$ cat src/rtl/coil_step_pkg.sv
package coil_step_pkg;
  typedef enum logic [1:0] {
    PH_IDLE  = 2'd0,
    PH_KICK  = 2'd1,
    PH_DRIVE = 2'd2
  } phase_e;
endpackage

$ cat src/rtl/step_tick_counter.sv
module step_tick_counter #(
  parameter int CNT_W = 8
) (
  input  logic             clk_i,
  input  logic             rst_ni,
  input  logic             tick_i,
  input  logic             clear_i,
  output logic [CNT_W-1:0] cnt_o,
  output logic [CNT_W-1:0] cnt_next_o
);
  logic [CNT_W-1:0] cnt_q;

  assign cnt_next_o = cnt_q + CNT_W'(1);
  assign cnt_o      = cnt_q;

  always_ff @(posedge clk_i or negedge rst_ni) begin
    if (!rst_ni)      cnt_q <= '0;
    else if (clear_i) cnt_q <= '0;
    else if (tick_i)  cnt_q <= cnt_next_o;
  end
endmodule

$ cat src/rtl/step_rate_select.sv
module step_rate_select #(
  parameter int CNT_W       = 8,
  parameter int NUM_FAST    = 3,
  parameter int NORMAL_LOG2 = 5,
  localparam int IDX_W      = $clog2(NUM_FAST + 1)
) (
  input  logic [IDX_W-1:0]          mode_idx_i,
  input  logic [NUM_FAST*CNT_W-1:0] div_flat_i,
  input  logic [CNT_W-1:0]          cnt_next_i,
  output logic                      hit_o
);
  logic [NUM_FAST:0] hit_vec;

  // normal rate: any bit at or above the threshold bit set
  assign hit_vec[0] = |cnt_next_i[CNT_W-1:NORMAL_LOG2];

  for (genvar k = 0; k < NUM_FAST; k++) begin : g_fast
    assign hit_vec[k+1] = cnt_next_i >= div_flat_i[k*CNT_W +: CNT_W];
  end

  assign hit_o = hit_vec[mode_idx_i];
endmodule

$ cat src/rtl/step_pulse_seq.sv
module step_pulse_seq
  import coil_step_pkg::*;
#(
  parameter int KICK_LEN  = 6,
  parameter int DRIVE_LEN = 64,
  localparam int MAX_LEN  = (KICK_LEN > DRIVE_LEN) ? KICK_LEN : DRIVE_LEN,
  localparam int TMR_W    = $clog2(MAX_LEN + 1)
) (
  input  logic clk_i,
  input  logic rst_ni,
  input  logic fire_i,
  input  logic unit_en_i,
  output logic busy_o,
  output logic pol_o,
  output logic drive_a_o,
  output logic drive_b_o
);
  phase_e           phase_q;
  logic [TMR_W-1:0] tmr_q;
  logic             pol_q;
  logic             kick_end, drive_end;

  assign kick_end  = tmr_q == TMR_W'(KICK_LEN - 1);
  assign drive_end = tmr_q == TMR_W'(DRIVE_LEN - 1);

  always_ff @(posedge clk_i or negedge rst_ni) begin
    if (!rst_ni) begin
      phase_q <= PH_IDLE;
      tmr_q   <= '0;
      pol_q   <= 1'b0;
    end else begin
      unique case (phase_q)
        PH_IDLE: if (fire_i) begin
          phase_q <= PH_KICK;
          tmr_q   <= '0;
          pol_q   <= ~pol_q;
        end
        PH_KICK: if (unit_en_i) begin
          if (kick_end) begin
            phase_q <= PH_DRIVE;
            tmr_q   <= '0;
          end else tmr_q <= tmr_q + TMR_W'(1);
        end
        PH_DRIVE: if (unit_en_i) begin
          if (drive_end) begin
            phase_q <= PH_IDLE;
            tmr_q   <= '0;
          end else tmr_q <= tmr_q + TMR_W'(1);
        end
        default: phase_q <= PH_IDLE;
      endcase
    end
  end

  logic kick_on, drive_on;
  assign kick_on   = phase_q == PH_KICK;
  assign drive_on  = phase_q == PH_DRIVE;
  assign busy_o    = phase_q != PH_IDLE;
  assign pol_o     = pol_q;
  // polarity 1: kick on B, energise on A
  assign drive_a_o = (kick_on & ~pol_q) | (drive_on & pol_q);
  assign drive_b_o = (kick_on & pol_q) | (drive_on & ~pol_q);
endmodule

$ cat src/rtl/coil_step_driver.sv
module coil_step_driver #(
  parameter int CNT_W       = 8,
  parameter int NORMAL_LOG2 = 5,
  parameter int KICK_LEN    = 6,
  parameter int DRIVE_LEN   = 64
) (
  input  logic             clk_i,
  input  logic             rst_ni,
  input  logic             tick_i,
  input  logic             unit_en_i,
  input  logic             mode1_ni,
  input  logic             mode2_ni,
  input  logic [CNT_W-1:0] div1_i,
  input  logic [CNT_W-1:0] div2_i,
  input  logic [CNT_W-1:0] div3_i,
  output logic             coil_a_o,
  output logic             coil_b_o
);
  localparam int NUM_FAST = 3;

  logic [CNT_W-1:0]          cnt, cnt_next;
  logic [NUM_FAST*CNT_W-1:0] div_flat;
  logic [1:0]                mode_idx;
  logic                      hit, busy, pol, fire;

  assign mode_idx = {~mode2_ni, ~mode1_ni};
  assign div_flat = {div3_i, div2_i, div1_i};
  assign fire     = tick_i & ~busy & hit;

  step_tick_counter #(.CNT_W(CNT_W)) u_cnt (
    .clk_i      (clk_i),
    .rst_ni     (rst_ni),
    .tick_i     (tick_i),
    .clear_i    (fire),
    .cnt_o      (cnt),
    .cnt_next_o (cnt_next)
  );

  step_rate_select #(
    .CNT_W       (CNT_W),
    .NUM_FAST    (NUM_FAST),
    .NORMAL_LOG2 (NORMAL_LOG2)
  ) u_rate (
    .mode_idx_i (mode_idx),
    .div_flat_i (div_flat),
    .cnt_next_i (cnt_next),
    .hit_o      (hit)
  );

  step_pulse_seq #(
    .KICK_LEN  (KICK_LEN),
    .DRIVE_LEN (DRIVE_LEN)
  ) u_seq (
    .clk_i     (clk_i),
    .rst_ni    (rst_ni),
    .fire_i    (fire),
    .unit_en_i (unit_en_i),
    .busy_o    (busy),
    .pol_o     (pol),
    .drive_a_o (coil_a_o),
    .drive_b_o (coil_b_o)
  );
endmodule

$ cat config.mk
export PLATFORM = sky130hd
export DESIGN_NAME = coil_step_driver
export DESIGN_NICKNAME = d
export VERILOG_FILES = /design/src/rtl/coil_step_pkg.sv /design/src/rtl/step_tick_counter.sv /design/src/rtl/step_rate_select.sv /design/src/rtl/step_pulse_seq.sv /design/src/rtl/coil_step_driver.sv
export SDC_FILE = /design/constraint.sdc
export NUM_CORES = 1
export LEC_CHECK = 0
export ABC_AREA = 1
export CORE_UTILIZATION = 30
export CTS_BUF_LIST = sky130_fd_sc_hd__clkbuf_4 sky130_fd_sc_hd__clkbuf_8
export CTS_CLUSTER_SIZE = 8
export DETAILED_ROUTE_END_ITERATION = 10
export GPL_ROUTABILITY_DRIVEN = 0
export SLEW_MARGIN = 10
export SYNTH_ARGS = -nofsm -noshare
export SYNTH_HDL_FRONTEND = slang
export SYNTH_HIERARCHICAL = 1
export SYNTH_SLANG_ARGS = --single-unit
$ cat constraint.sdc
create_clock -name clk_i -period 5.6 [get_ports clk_i]
set_input_delay 1.12 -clock clk_i [delete_from_list [all_inputs] [get_ports clk_i]]
set_output_delay 1.12 -clock clk_i [all_outputs]
set_load 0.01 [all_outputs]
==> results of run 1 <==
where the power goes:
group          internal (mW)  switching, mW
logic                  0.171          0.231
registers              0.160         0.0345
clock network         0.0626         0.0448
layout by cell type (no fill, tap or decap), types with 2 or more instances in the layout:
master and n:
nor2_1 20, clkbuf_8 4, ha_1 31, nor2_2 2
a21oi_1 8, nand2_1 84, nand3_1 20, o21ai_0 3
dfrtp_1 18, inv_2 3, o21bai_1 2, inv_1 55
clkdlybuf4s50_1 31, o21ai_1 10, and2_1 4, xnor2_1 5
cell type report:
class	instances	area, µm²	area share
clock buffers	4	55.1	0.0237
inverters	58	218	0.0939
multi-input cells	201	1190	0.514
repair buffers	31	310	0.134
well taps	75	93.8	0.0405
flip-flops and latches	18	450	0.194
layer usage:
layer | up-vias | part of all wire | global-route usage
li1 | 927 | - | -
met4 | 0 | 0.0027 | 0.0161
met1 | 730 | 0.46 | 0.147
met3 | 2 | 0.033 | 0.0239
met5 | - | 0 | 0
met2 | 18 | 0.50 | 0.241
cells by family after synthesis:
kind of cell    after synthesis  synth area share
compound gates               27            0.0922
xor+xnor                      6            0.0283
fa+ha+maj                    31             0.209
buf+inv                      58             0.117
flops                        18             0.242
simple gates                137             0.312
worst reg2reg max path, cell delays in order (launching register included):
cell     delay (ns)
dfrtp_1        0.38
ha_1           0.20
nand3_1        0.16
nor2_1         0.12
nand2_1        0.07
and2_1         0.21
ha_1           0.29
nand2_1        0.06
inv_1          0.06
and3_1         0.14
nor2_1         0.04
nand2_1        0.06
nand3_1        0.07
nand2_1        0.09
nand2_1        0.07
nor2_2         0.15
nand2_2        0.11
o21ai_4        0.10
nand2_4        0.10
or2_0          0.20
o21ai_1        0.12
flip-flops by register name, indices dropped and copies added (netlist names):
name / flops
u_cnt/cnt_o: 8
u_seq/phase_q: 2
u_seq/pol_o: 1
u_seq/tmr_q: 7
per-stage QoR:
step / cells / cell area [µm²] / hold WS [ns]
2_1_floorplan: 277 / 1860 / 0.471
3_3_place_gp: 383 / 2260 / 0.499
3_5_place_dp: 383 / 2260 / 0.513
4_1_cts: 387 / 2320 / 0.531
5_1_grt: 387 / 2320 / 0.566
6_report: 387 / 2320 / 0.521
worst max path at each step:
stage	from	endpoint	slack, ns	cells after the start
6_report	div3_i[7]	u_seq/tmr_q[0]	2.52	17
5_1_grt	div3_i[7]	u_seq/tmr_q[0]	2.25	17
4_1_cts	div3_i[7]	u_seq/tmr_q[0]	2.52	17
3_5_place_dp	div3_i[7]	u_seq/tmr_q[0]	2.24	17
3_3_place_gp	div3_i[7]	u_seq/tmr_q[0]	2.29	17
2_1_floorplan	div3_i[7]	u_seq/tmr_q[0]	2.89	16
==> run metrics, run 1 <==
EDFF count, synth=0; Max Buffers Root-to-Sink=2; Setup TNS Final=0 ns; CP max-delay cell=clkdlybuf4s50_1; Setup Viol. Count Final=0; FP Rows=28; CP top delay family=simple AND/OR/NAND/NOR gates; Port Buffers=31; Die W=80.7 µm; final wirelength=3.77 mm; Reg-to-Reg Start=u_cnt/cnt_o[1]; initial antenna violation count=0; CP Launch Type=input pin; sequential fraction of the synthesis area=0.242; worst reg2reg setup slack=2.73 ns; Top FF cell, synth=dfrtp_1; Post-Syn Instances=277; WS Path Type=input pin to flop; max incr delay on CP=0.45 ns; Die ar.=6520 µm²; GRT overflow=0; remaining antenna violation count=0; CTS Hold Bufs=0; Tcrit/Tclk final=0.550; status=complete, no violations; slew margin rel.=0.441; Tot GR Track Use=0.126; f_max=0.325 GHz; Syn Area/Cell=6.71 µm²; synth warn=6; Yosys cell types=26; CTS buffer count=3; worst slew pin tran=0.836 ns; worst r2r dst=u_seq/tmr_q[0]; RSZ-0062 raised after global routing=no; H-tree depth=1; beginning of the worst hold path=u_cnt/cnt_o[7]; clock skew=0.00490 ns; HP Class=flop to flop; DP HPWL=3.13 mm; Gates resized, CTS repair=0; layout cells sized above 1=0.0449; top post-synthesis cells by count=84 x nand2_1, 55 x inv_1, 31 x ha_1, 20 x nand3_1, 20 x nor2_1; # nets final=374; Post-CTS Setup Inserts=0; DRC viols=0; LEAKAGE=1.27 nW; drt wl/cell=9.73 µm; Min-Delay Path Depth=2; dominant cell type by area after synthesis=dfrtp_1; PnR worst setup slack=2.52 ns; worst skew pair latency=0.26 ns; CTS sink count=18; num ports=32; Vias=1677; most frequent cell after synthesis=nand2_1; Worst Path Required=5.78 ns; core area=5960 µm²; area grow syn2layout=24.7%; CP Max Fanout=8; Pwr Density=304 nW/µm²; reg2reg path depth=20; register bit total from synthesis=18; CTS tree=done; max cap viols=0; Via-to-Cell Ratio=4.33; Hold EP=u_cnt/cnt_o[7]; area share of the largest cell type after synthesis=0.242; DRT Pass-1 Iters=4; global-route wire length before repair=6.42 mm; DRT iter0 DRCs=39; Cell Chain, Critical Path=clkdlybuf4s50_1 -> inv_1 -> ha_1 -> nand2_1 -> inv_1 -> and3_1 -> nor2_1 -> nand2_1 -> nand3_1 -> nand2_1 -> nand2_1 -> nor2_2 -> nand2_2 -> o21ai_4 -> nand2_4 -> or2_0 -> o21ai_1; vias in the first global route=1553; Crit path buffers/inverters=3; Netlist Area Pre-Place=1860 µm²; pre-CTS setup slack=2.24 ns; Core Util, Final=0.389; Crit path top cell by count=nand2_1; clock transition at the registers of the reported paths=0.07 ns; CP Capture Type=flop; clk root buf=clkbuf_8; final number of hold-violating endpoints=0; filler instances=625; syn nets=338; synth top area cells=dfrtp_1 24%, ha_1 21%, nand2_1 17%; crit path time final=3.08 ns; Max VDD drop=0.198 mV; die height=80.7 µm; Slew Viols, Final=0; asr flop ratio synth=1.00; Total Power=704 µW; ant diodes=0; pin count of the biggest net entering global routing=19; Initial Util=0.312; crit path DAT=3.26 ns
Note: power is estimated with default switching activity, not from simulation.
==> run 2, diff against run 1 <==
==> constraint.sdc (replaced) <==
create_clock -name clk_i -period 2.55 [get_ports clk_i]
set_input_delay 0.51 -clock clk_i [delete_from_list [all_inputs] [get_ports clk_i]]
set_output_delay 0.51 -clock clk_i [all_outputs]
set_load 0.01 [all_outputs]
==> run 2 against run 1 <==
- the run now ends with setup timing left
- clock power increased by 120%
- design area rose by 17%
- sequential power rose by 120%
==> run metrics, run 2 (synthesis gave the netlist of run 1 again) <==
Port Buffers=31 (unchanged); Vias=1866 (+11%); CTS Hold Bufs=0 (unchanged); Max VDD drop=0.270 mV (+36%); CTS buffer count=3 (unchanged); Worst Path Required=2.73 ns (-3.05 ns); FP Rows=28 (unchanged); Pwr Density=694 nW/µm² (+130%); CP Capture Type=flop; slew margin rel.=0.831 (+0.390); crit path time final=2.69 ns; pin count of the biggest net entering global routing=19 (unchanged); Tcrit/Tclk final=1.05; CP Launch Type=flop; Max Buffers Root-to-Sink=2 (unchanged); GRT overflow=0 (unchanged); DRC viols=0 (unchanged); Via-to-Cell Ratio=4.52 (+4.3%); CP max-delay cell=dfrtp_1; global-route wire length before repair=7.07 mm (+10%); reg2reg path depth=20 (unchanged); worst reg2reg setup slack=-0.14 ns (-2.87 ns); filler instances=600 (-4.0%); failing checks=setup timing; PnR worst setup slack=-0.139 ns (-2.66 ns); crit path DAT=2.87 ns (-0.39 ns); DRT Pass-1 Iters=4 (unchanged); num ports=32 (unchanged); RSZ-0062 raised after global routing=yes; H-tree depth=1 (unchanged); initial antenna violation count=0 (unchanged); Cell Chain, Critical Path=ha_2 -> nand3_4 -> nor2_1 -> nand2_1 -> and2_4 -> ha_4 -> nand2_2 -> inv_2 -> and3_1 -> nor2_1 -> nand2_1 -> nand3_1 -> nand2_1 -> nand2_2 -> nor2_4 -> nand2_2 -> o21ai_4 -> nand2_4 -> or2_0 -> o21ai_1; Reg-to-Reg Start=u_cnt/cnt_o[1]; Setup Viol. Count Final=16 (+16); final number of hold-violating endpoints=0 (unchanged); CTS tree=done; max cap viols=0 (unchanged); status=complete, but fails checks; pre-CTS setup slack=-0.204 ns (-2.44 ns); CP Max Fanout=4 (-4); worst slew pin tran=0.252 ns (-0.584 ns); layout cells sized above 1=0.222 (+0.177); Slew Viols, Final=0 (unchanged); die height=80.7 µm (unchanged); clock skew=0.00481 ns (-0.0000899 ns); Critical path origin=u_cnt/cnt_o[1]; CTS sink count=18 (unchanged); Setup TNS Final=-1.01 ns (-1.01 ns); WS Path Type=flop to flop; vias in the first global route=1695 (+9.1%); DRT iter0 DRCs=63 (+62%); remaining antenna violation count=0 (unchanged); Die ar.=6520 µm² (unchanged); max reg flops=8 (unchanged); drt wl/cell=11.0 µm (+13%); ant diodes=0 (unchanged); f_max=0.372 GHz; HP Class=flop to flop; most frequent cells in the layout=77 x nand2_1, 50 x inv_1, 31 x clkdlybuf4s50_1; area grow syn2layout=46.1%; DP HPWL=3.29 mm (+5.3%); core area=5960 µm² (unchanged); end of the critical path=u_seq/tmr_q[0]; Tot GR Track Use=0.139 (+0.0129); beginning of the worst hold path=u_cnt/cnt_o[7]; clk root buf=clkbuf_8; worst r2r dst=u_seq/tmr_q[0]; LEAKAGE=1.43 nW (+12%); # nets final=400 (+7.0%); clock transition at the registers of the reported paths=0.07 ns (about the same); max incr delay on CP=0.38 ns (-0.07 ns); Die W=80.7 µm (unchanged); final wirelength=4.55 mm (+21%); most common cell after layout, fill and taps aside=nand2_1; Initial Util=0.312 (unchanged); worst skew pair latency=0.26 ns (about the same)
-- run 2: cell types whose count changed in the layout (fill, tap and decap cells not counted), moves of 6 or more --
| cell | delta |
|---|---|
| nand2_2 | +6 |
| buf_4 | +25 |
| nand2_1 | -7 |
| ha_1 | -6 |
-- run 2: final cells by class --
type	instances	area, µm²	share of cell area
flip-flops and latches	18	452	0.166
well taps	75	93.8	0.0345
clock buffers	4	55.1	0.0203
multi-input cells	201	1390	0.510
inverters	58	220	0.0811
repair buffers	57	509	0.187
-- run 2: worst min path at each step --
stage                           endpoint  slack [ns]  cells past startpoint
after floorplan           u_cnt/cnt_o[0]        0.21                      0
after global placement    u_cnt/cnt_o[7]        0.48                      2
after detailed placement  u_cnt/cnt_o[7]        0.50                      2
after CTS                 u_cnt/cnt_o[7]        0.51                      2
after global routing      u_cnt/cnt_o[7]        0.57                      2
final                     u_cnt/cnt_o[7]        0.51                      2
-- run 2: what timing repair did --
action | in CTS | in global routing
setup buffers | 9 | 1
gates resized for setup | 13 | 29
endpoints found under the setup margin | 18 | 18
pin swaps | 12 | 21
-- run 2: through the flow --
stage	hold slack [ns]	cells	cell area, µm²	utilization	power (mW)
6_report	0.508	413	2720	0.456	1.89
5_1_grt	0.574	413	2720	0.456	2.06
4_1_cts	0.514	412	2580	0.434	1.79
3_5_place_dp	0.497	400	2400	0.403	1.44
3_3_place_gp	0.485	400	2400	0.403	1.41
2_1_floorplan	0.214	277	1870	-	1.09
-- run 2: power breakdown --
group,switching [mW],internal [mW],leakage [nW]
Combinational,0.655,0.565,1.16
Sequential,0.0722,0.354,0.240
Clock,0.101,0.137,0.0288
Total,0.828,1.06,1.43
-- run 2: worst max-delay path: cells and delay by family, from the launching register on --
family | cells | cell delay, ns
and+or+nand+nor | 15 | 1.47
AOI/OAI and AO/OA | 2 | 0.23
buffers and inverters | 1 | 0.05
adders and majority gates | 2 | 0.49
DFF | 1 | 0.38
-- run 2: metal layers --
| metal | global-route usage | vias to the layer above | share of wire |
|---|---|---|---|
| met2 | 0.257 | 21 | 0.52 |
| met4 | 0.0375 | 0 | 0.011 |
| met3 | 0.0102 | 5 | 0.020 |
| li1 | - | 981 | - |
| met5 | 0 | - | 0 |
| met1 | 0.171 | 859 | 0.45 |
